### config.mk
export PLATFORM = sky130hd
export DESIGN_NAME = spi_fifo_master
export DESIGN_NICKNAME = d
export VERILOG_FILES = /design/src/rtl/spim_pkg.sv /design/src/rtl/spim_fifo.sv /design/src/rtl/spim_shifter.sv /design/src/rtl/spi_fifo_master.sv
export SDC_FILE = /design/constraint.sdc
export NUM_CORES = 1
export LEC_CHECK = 0
export ABC_AREA = 0
export BUFFER_PORTS_ARGS = -buffer_cell sky130_fd_sc_hd__clkbuf_2
export CORE_UTILIZATION = 62
export DETAILED_ROUTE_END_ITERATION = 6
export GPL_TIMING_DRIVEN = 0
export PLACE_DENSITY_LB_ADDON = 0.1
export SLEW_MARGIN = 15
export SYNTH_ARGS = -nofsm -noshare
export SYNTH_HDL_FRONTEND = slang
export SYNTH_HIERARCHICAL = 1
export SYNTH_SLANG_ARGS = --single-unit
### constraint.sdc
create_clock -name clk -period 4.1 [get_ports clk]
set_input_delay 0 -clock clk [delete_from_list [all_inputs] [get_ports clk]]
set_output_delay 0 -clock clk [all_outputs]
set_load 0.05 [all_outputs]
### src/rtl/spim_pkg.sv
package spim_pkg;
    localparam int unsigned OFF_MODE = 32'h00;
    localparam int unsigned OFF_CTLA = 32'h04;
    localparam int unsigned OFF_CTLB = 32'h08;
    localparam int unsigned OFF_STAT = 32'h14;
    localparam int unsigned OFF_DATA = 32'h18;

    localparam logic [1:0] MODE_SETUP = 2'b01;
    localparam logic [1:0] MODE_RUN   = 2'b10;

    localparam logic [4:0] WIDE_CODE  = 5'd16;
    localparam logic [4:0] NARROW_CODE = 5'd8;
endpackage

### src/rtl/spim_fifo.sv
module spim_fifo #(
    parameter int W     = 16,
    parameter int DEPTH = 4
) (
    input  logic                         clk,
    input  logic                         rst_n,
    input  logic                         clear,
    input  logic                         push,
    input  logic [W-1:0]                 push_data,
    input  logic                         pop,
    output logic [W-1:0]                 head,
    output logic [$clog2(DEPTH+1)-1:0]   count,
    output logic                         empty,
    output logic                         full
);
    localparam int PW = (DEPTH > 1) ? $clog2(DEPTH) : 1;
    localparam int CW = $clog2(DEPTH + 1);

    typedef struct packed {
        logic [DEPTH-1:0][W-1:0] mem;
        logic [PW-1:0]           wp;
        logic [PW-1:0]           rp;
        logic [CW-1:0]           cnt;
    } fifo_t;

    fifo_t q, d;
    logic  do_push, do_pop;

    function automatic logic [PW-1:0] step(input logic [PW-1:0] p);
        return (p == PW'(DEPTH - 1)) ? '0 : p + PW'(1);
    endfunction

    always_comb begin
        d       = q;
        do_push = push && !full;
        do_pop  = pop && !empty;
        if (do_push) begin
            d.mem[q.wp] = push_data;
            d.wp        = step(q.wp);
        end
        if (do_pop) begin
            d.rp = step(q.rp);
        end
        case ({do_push, do_pop})
            2'b10:   d.cnt = q.cnt + CW'(1);
            2'b01:   d.cnt = q.cnt - CW'(1);
            default: d.cnt = q.cnt;
        endcase
        if (clear) begin
            d.wp  = '0;
            d.rp  = '0;
            d.cnt = '0;
        end
    end

    always_ff @(posedge clk or negedge rst_n) begin
        if (!rst_n) q <= '0;
        else        q <= d;
    end

    assign head  = q.mem[q.rp];
    assign count = q.cnt;
    assign empty = (q.cnt == '0);
    assign full  = (q.cnt == CW'(DEPTH));
endmodule

### src/rtl/spim_shifter.sv
module spim_shifter #(
    parameter int DIVW = 8,
    parameter int MAXW = 16
) (
    input  logic            clk,
    input  logic            rst_n,
    input  logic            enable,
    input  logic            tx_valid,
    input  logic [MAXW-1:0] tx_word,
    input  logic            rx_room,
    input  logic [DIVW-1:0] div,
    input  logic            wide,
    input  logic            cpol,
    input  logic            cpha,
    input  logic            msbf,
    input  logic            miso,
    output logic            tx_pop,
    output logic            rx_push,
    output logic [MAXW-1:0] rx_word,
    output logic            sclk,
    output logic            mosi,
    output logic            busy
);
    localparam int IW     = $clog2(MAXW);
    localparam int NARROW = MAXW / 2;

    typedef struct packed {
        logic            run;
        logic            ph;
        logic [DIVW-1:0] cnt;
        logic [IW-1:0]   idx;
        logic            out;
        logic [MAXW-1:0] txw;
        logic [MAXW-1:0] rxw;
    } sh_t;

    sh_t           q, d;
    logic [IW-1:0] last_idx;
    logic [DIVW:0] lead_sum;
    logic [DIVW-1:0] lead_at;

    function automatic logic [IW-1:0] bit_pos(input logic [IW-1:0] k,
                                              input logic m, input logic w);
        logic [IW-1:0] top;
        top = w ? IW'(MAXW - 1) : IW'(NARROW - 1);
        return m ? (top - k) : k;
    endfunction

    always_comb begin
        last_idx = wide ? IW'(MAXW - 1) : IW'(NARROW - 1);
        lead_sum = {1'b0, div} + {{DIVW{1'b0}}, 1'b1};
        lead_at  = lead_sum[DIVW:1] - DIVW'(1);
        d        = q;
        tx_pop   = 1'b0;
        rx_push  = 1'b0;
        if (!q.run) begin
            d.ph = 1'b0;
            if (enable && tx_valid && rx_room) begin
                d.run  = 1'b1;
                d.cnt  = '0;
                d.idx  = '0;
                d.txw  = tx_word;
                d.rxw  = '0;
                tx_pop = 1'b1;
                if (!cpha) d.out = tx_word[bit_pos('0, msbf, wide)];
            end
        end else begin
            d.cnt = q.cnt + DIVW'(1);
            if (q.cnt == lead_at) begin
                d.ph = 1'b1;
                if (cpha) d.out = q.txw[bit_pos(q.idx, msbf, wide)];
                else      d.rxw[bit_pos(q.idx, msbf, wide)] = miso;
            end
            if (q.cnt == div) begin
                d.ph  = 1'b0;
                d.cnt = '0;
                if (cpha) d.rxw[bit_pos(q.idx, msbf, wide)] = miso;
                if (q.idx == last_idx) begin
                    d.run   = 1'b0;
                    rx_push = 1'b1;
                end else begin
                    d.idx = q.idx + IW'(1);
                    if (!cpha) d.out = q.txw[bit_pos(q.idx + IW'(1), msbf, wide)];
                end
            end
        end
    end

    always_ff @(posedge clk or negedge rst_n) begin
        if (!rst_n) q <= '0;
        else        q <= d;
    end

    assign rx_word = d.rxw;
    assign sclk    = cpol ^ q.ph;
    assign mosi    = q.out;
    assign busy    = q.run;
endmodule

### src/rtl/spi_fifo_master.sv
module spi_fifo_master
    import spim_pkg::*;
#(
    parameter int DIVW  = 8,
    parameter int MAXW  = 16,
    parameter int DEPTH = 4,
    parameter int ADDRW = 8
) (
    input  logic             clk,
    input  logic             rst_n,
    input  logic             reg_en,
    input  logic             reg_we,
    input  logic [ADDRW-1:0] reg_addr,
    input  logic [31:0]      reg_wdata,
    output logic [31:0]      reg_rdata,
    output logic             irq,
    output logic             sclk,
    output logic             mosi,
    input  logic             miso
);
    localparam int CW = $clog2(DEPTH + 1);

    typedef struct packed {
        logic [1:0]      mode;
        logic            cpol;
        logic            cpha;
        logic            msbf;
        logic            ie;
        logic [1:0]      thr;
        logic [DIVW-1:0] div;
        logic            wide;
    } ctl_t;

    ctl_t q, d;

    logic            wr_en, rd_en, setup_mode, active, clr_req;
    logic            tx_push, rx_pop, thr_hit, idle;
    logic            sh_tx_pop, sh_rx_push, sh_busy;
    logic [MAXW-1:0] sh_rx_word, tx_head, rx_head;
    logic [CW-1:0]   tx_cnt, rx_cnt;
    logic            tx_empty, tx_full, rx_empty, rx_full;
    logic            cur_cpol;
    logic [DIVW-1:0] cur_div;
    logic [31:0]     stat;
    logic            unused_bits;

    assign wr_en      = reg_en && reg_we;
    assign rd_en      = reg_en && !reg_we;
    assign setup_mode = (q.mode == MODE_SETUP);
    assign active     = (q.mode == MODE_RUN);
    assign cur_cpol   = q.cpol;
    assign cur_div    = q.div;
    assign unused_bits = ^{reg_wdata[31:16], tx_full};

    always_comb begin
        d       = q;
        clr_req = 1'b0;
        tx_push = 1'b0;
        if (wr_en) begin
            case (reg_addr)
                ADDRW'(OFF_MODE): begin
                    d.mode  = reg_wdata[7:6];
                    clr_req = reg_wdata[0];
                end
                ADDRW'(OFF_CTLA): begin
                    d.ie  = reg_wdata[9];
                    d.thr = reg_wdata[13:12];
                    if (setup_mode) begin
                        d.cpol = reg_wdata[0];
                        d.cpha = reg_wdata[1];
                        d.msbf = reg_wdata[2];
                    end
                end
                ADDRW'(OFF_CTLB): begin
                    if (setup_mode) begin
                        d.div  = (reg_wdata[8 +: DIVW] == '0) ? DIVW'(1)
                                                               : reg_wdata[8 +: DIVW];
                        d.wide = (reg_wdata[4:0] == WIDE_CODE);
                    end
                end
                ADDRW'(OFF_DATA): tx_push = 1'b1;
                default: ;
            endcase
        end
    end

    always_ff @(posedge clk or negedge rst_n) begin
        if (!rst_n) begin
            q      <= '0;
            q.mode <= MODE_SETUP;
            q.div  <= DIVW'(1);
        end else begin
            q <= d;
        end
    end

    assign rx_pop  = rd_en && (reg_addr == ADDRW'(OFF_DATA));
    assign thr_hit = (rx_cnt > CW'(q.thr));
    assign idle    = !sh_busy && tx_empty;
    assign irq     = thr_hit && q.ie;

    always_comb begin
        stat        = '0;
        stat[14]    = thr_hit;
        stat[13:11] = 3'(tx_cnt);
        stat[10:8]  = 3'(rx_cnt);
        stat[2]     = idle;
    end

    always_comb begin
        reg_rdata = '0;
        if (rd_en) begin
            case (reg_addr)
                ADDRW'(OFF_MODE): reg_rdata[7:6] = q.mode;
                ADDRW'(OFF_CTLA): begin
                    reg_rdata[0]     = q.cpol;
                    reg_rdata[1]     = q.cpha;
                    reg_rdata[2]     = q.msbf;
                    reg_rdata[9]     = q.ie;
                    reg_rdata[13:12] = q.thr;
                end
                ADDRW'(OFF_CTLB): begin
                    reg_rdata[8 +: DIVW] = q.div;
                    reg_rdata[4:0]       = q.wide ? WIDE_CODE : NARROW_CODE;
                end
                ADDRW'(OFF_STAT): reg_rdata = stat;
                ADDRW'(OFF_DATA): reg_rdata = rx_empty ? 32'd0 : 32'(rx_head);
                default: ;
            endcase
        end
    end

    spim_fifo #(.W(MAXW), .DEPTH(DEPTH)) u_txq (
        .clk(clk), .rst_n(rst_n), .clear(clr_req),
        .push(tx_push), .push_data(reg_wdata[MAXW-1:0]), .pop(sh_tx_pop),
        .head(tx_head), .count(tx_cnt), .empty(tx_empty), .full(tx_full)
    );

    spim_fifo #(.W(MAXW), .DEPTH(DEPTH)) u_rxq (
        .clk(clk), .rst_n(rst_n), .clear(clr_req),
        .push(sh_rx_push), .push_data(sh_rx_word), .pop(rx_pop),
        .head(rx_head), .count(rx_cnt), .empty(rx_empty), .full(rx_full)
    );

    spim_shifter #(.DIVW(DIVW), .MAXW(MAXW)) u_shift (
        .clk(clk), .rst_n(rst_n), .enable(active),
        .tx_valid(!tx_empty), .tx_word(tx_head), .rx_room(!rx_full),
        .div(q.div), .wide(q.wide), .cpol(q.cpol), .cpha(q.cpha), .msbf(q.msbf),
        .miso(miso), .tx_pop(sh_tx_pop), .rx_push(sh_rx_push), .rx_word(sh_rx_word),
        .sclk(sclk), .mosi(mosi), .busy(sh_busy)
    );
endmodule

==> results.md <==
- The total congestion overflow after global routing is 0.
- The mean number of vias per cell is 6.14.
- The filler cells instantiated in the layout total 1334.
- The fraction of final layout cells with drive strength greater than 1 is 0.330.
- The number of antenna violations at the first check in global routing was 1.
- For this configuration, the core starts out at a cell density of 0.641.
- The final cell utilization of the core is 0.736.
- Hold timing on the final database bottoms out at a slack of 14.3 ps.
- The power share of the combinational group is 0.047.
- The internal power of the cells totals 3290 uW.
- The number of global-route vias before repair came to 8561.
- The worst setup path is launched from a flip-flop.
- The final instance count without filler cells is 1422.
- The post-layout instance area is 0.0139 sq mm.
- For this run, the top clock speed supported by timing is 0.255 GHz.
- The data required time at the worst endpoint is 4540 ps.
- Clock latency on the worst-skew pair, taken at its later pin, is 500 ps.
- The switching power summed over all nets is 947 uW.
- The placed instances occupy a cell area of 0.0128 sq mm.
- The synthesis warning total is 6.
- The antenna cell count is 0.
- The flow ran to the end, and the final reports show no timing, DRC or antenna violations.
- The static leakage power is 0.00618 uW.
- The first global-routing pass estimated 46.3 mm of wire.
- The first detailed-routing pass took 7 iterations.
- The standard cell core area is 0.0190 sq mm.
- The worst slew margin relative to its limit is 0.382.
- In this run the horizontal extent of the chip is 142 um.
- Across the VDD grid, the largest voltage drop is 0.301 mV.
- After layout, the minimum clock period comes to 3920 ps.
- The fraction of power consumed by the clock network is 0.470.
- The number of nets in the final layout is 1208.
- The transition time at the pin with the least slew margin is 923 ps.
- Synthesis produced a netlist whose cell count is 1025.
- Compared with the post-synthesis result, the final layout area differs by 14.8%.
- The switching part of the total is 0.223.
- The total number of H-tree levels is 1.
- The number of hold violations in the final report is 0.
- The iteration-0 DRC count of the detailed router is 597.
- The cell area after synthesis is 0.0121 sq mm.
- Between clock sinks in the finished design, the worst skew comes to 11.9 ps.
- The initialized floorplan defines 50 standard-cell rows.
- The via total after detailed routing is 8724.
- After synthesis, the mean cell area works out to 11.8 sq um.
- For this block, the routed nets add up to 28.9 mm of wire.
- The die footprint is 0.0202 sq mm.
- The fraction of power consumed by sequential logic is 0.483.
- The clock tree from TritonCTS is yes.
- In the global route stage, overall resource usage came out at 0.297.
- For this run, design rule violations remaining after detail routing come to 0.
- In this run the power density over the cells is 304 mW/mm^2.
- The tree is rooted in a sky130_fd_sc_hd__clkbuf_16.
- In this run, placement finished with an instance count of 1349.
- The number of max-capacitance violations reported is 0.
- The routability congestion estimate from global placement is 0.916.
- The pin count of the biggest net entering global routing is 97.
- Buffers inserted during clock tree synthesis total 23.
- STA classifies the critical path endpoint as a flip-flop.
- Data on the critical path arrives at its endpoint at 4360 ps.
- The count of nets left with antenna violations after detail routing is 0.
- The largest fanout on the critical path is 10.
- Dividing the final minimum period by the clock period gives 0.956.
- The clock transition at the registers of the reported paths is 60 ps.
- Pin placement for this block handled 80 I/O pins.
- The final-report max-slew violation count was 0.
- By startpoint and endpoint, the worst setup path is classified as flip-flop to flip-flop.
- During placement, the flow inserted port buffers numbering 47.
- The worst slack at placement is -286 ps.
- The final setup violation count is 0.
- The tree built by TritonCTS fans out to 206 sinks.
- The detailed placement HPWL is 20.2 mm.
- From bottom edge to top edge, the die measures 142 um.
- In the final routed layout, each cell accounts on average for 20.3 um.
- The worst hold path class is primary input to async pin.
- The maximum clock path buffer count is 3.
- Setup slack on the critical path of the routed design comes to 180 ps.
stage by stage:
step           TNS [ps]  total power (uW)
2_1_floorplan         0              2170
3_3_place_gp    -219450              2250
3_5_place_dp     -13210              2260
4_1_cts               0              4270
5_1_grt            -103              4370
6_report              0              4240
final cells by class:
type                    instances  area (sq um)  share of cell area
flip-flops and latches        206          5160               0.370
plain buffers                  98           633              0.0454
clock buffers                  38           712              0.0511
clock inverters                 4          26.3             0.00188
multi-input cells             712          6400               0.459
repair buffers                 81           607              0.0435
inverters                      23          86.3             0.00619
well taps                     260           325              0.0233
power by group through the flow:
stage / clock [uW] / sequential [uW] / combinational, uW
floorplan: 0 / 2080 / 86.8
global placement: 0 / 2080 / 171
detailed placement: 0 / 2080 / 181
CTS: 2020 / 2050 / 200
global route: 2110 / 2050 / 219
finish: 1990 / 2050 / 200
final timing paths:
path | from | endpoint | slack [ps] | cells past startpoint
max | cur_div[0] | u_rxq/q[21] | 180 | 16
min | rst_n | cur_div[4] | 10 | 3
max reg2reg | cur_div[0] | u_rxq/q[21] | 180 | 16
min reg2reg | u_txq/q[69] | u_txq/q[69] | 500 | 1
max in group asynchronous | rst_n | u_rxq/q[70] | 3190 | 4
min in group clk | reg_addr[6] | cur_div[0] | 50 | 4
critical path, stage by stage (launching register included):
cell,delay [ps]
sky130_fd_sc_hd__dfstp_2,530
sky130_fd_sc_hd__ha_1,140
sky130_fd_sc_hd__buf_4,170
sky130_fd_sc_hd__xor2_4,170
sky130_fd_sc_hd__inv_1,90
sky130_fd_sc_hd__ha_4,190
sky130_fd_sc_hd__inv_1,70
sky130_fd_sc_hd__o21ai_0,130
sky130_fd_sc_hd__a221oi_1,310
sky130_fd_sc_hd__o41a_1,190
sky130_fd_sc_hd__nor2_1,60
sky130_fd_sc_hd__o41a_1,550
sky130_fd_sc_hd__buf_4,230
sky130_fd_sc_hd__or4_1,520
sky130_fd_sc_hd__nand3_1,190
sky130_fd_sc_hd__buf_4,170
sky130_fd_sc_hd__mux2_4,140
layout by cell type, fill, tap and decap left out, types with 5 or more instances in the layout:
cell and n:
sky130_fd_sc_hd__dfrtp_1 203, sky130_fd_sc_hd__mux2_4 87, sky130_fd_sc_hd__nand2_1 84, sky130_fd_sc_hd__mux2_2 59, sky130_fd_sc_hd__buf_4 50, sky130_fd_sc_hd__clkbuf_2 47
sky130_fd_sc_hd__clkbuf_1 39, sky130_fd_sc_hd__mux4_2 39, sky130_fd_sc_hd__nand3_1 36, sky130_fd_sc_hd__o21ai_0 35, sky130_fd_sc_hd__nor2_1 34, sky130_fd_sc_hd__a21oi_1 23
sky130_fd_sc_hd__clkbuf_16 23, sky130_fd_sc_hd__inv_1 22, sky130_fd_sc_hd__dlygate4sd3_1 22, sky130_fd_sc_hd__nand3b_1 21, sky130_fd_sc_hd__xnor2_1 19, sky130_fd_sc_hd__nand4b_1 18
sky130_fd_sc_hd__nor3_1 17, sky130_fd_sc_hd__conb_1 16, sky130_fd_sc_hd__or4_1 16, sky130_fd_sc_hd__ha_1 15, sky130_fd_sc_hd__xor2_1 15, sky130_fd_sc_hd__mux2i_1 13
sky130_fd_sc_hd__buf_6 13, sky130_fd_sc_hd__nor2b_1 12, sky130_fd_sc_hd__o311ai_1 11, sky130_fd_sc_hd__buf_2 10, sky130_fd_sc_hd__clkbuf_8 9, sky130_fd_sc_hd__a31oi_1 8
sky130_fd_sc_hd__nand2_4 8, sky130_fd_sc_hd__and2_1 7, sky130_fd_sc_hd__nand2b_1 7, sky130_fd_sc_hd__a211oi_1 7, sky130_fd_sc_hd__or3_1 5, sky130_fd_sc_hd__nand4_1 5
sky130_fd_sc_hd__o311ai_0 5
registers in the layout, summed over array words and instances, names as in the netlist:
| register | flops |
|---|---|
| u_rxq/q | 68 |
| u_txq/q | 68 |
| u_shift/q | 45 |
| cur_div | 8 |
| q | 8 |
| u_rxq/count | 3 |
| u_txq/count | 3 |
| cur_cpol | 1 |
| u_shift/busy | 1 |
| u_shift/mosi | 1 |
per-layer routing:
layer	up-vias	GRT usage	wire length (um)
li1	3989	-	-
met1	4420	0.441	13600
met2	262	0.465	13300
met3	51	0.0384	1430
met4	2	0.0741	592
met5	-	0	13
timing repair:
item	in CTS	in global routing
buffers inserted	3	6
resized for setup	7	23
hold buffers	23	0
pin swaps	3	6
endpoints found under the setup margin	64	67
endpoints found under the hold margin	189	0
No activity file was read; power rests on OpenSTA's default activity.
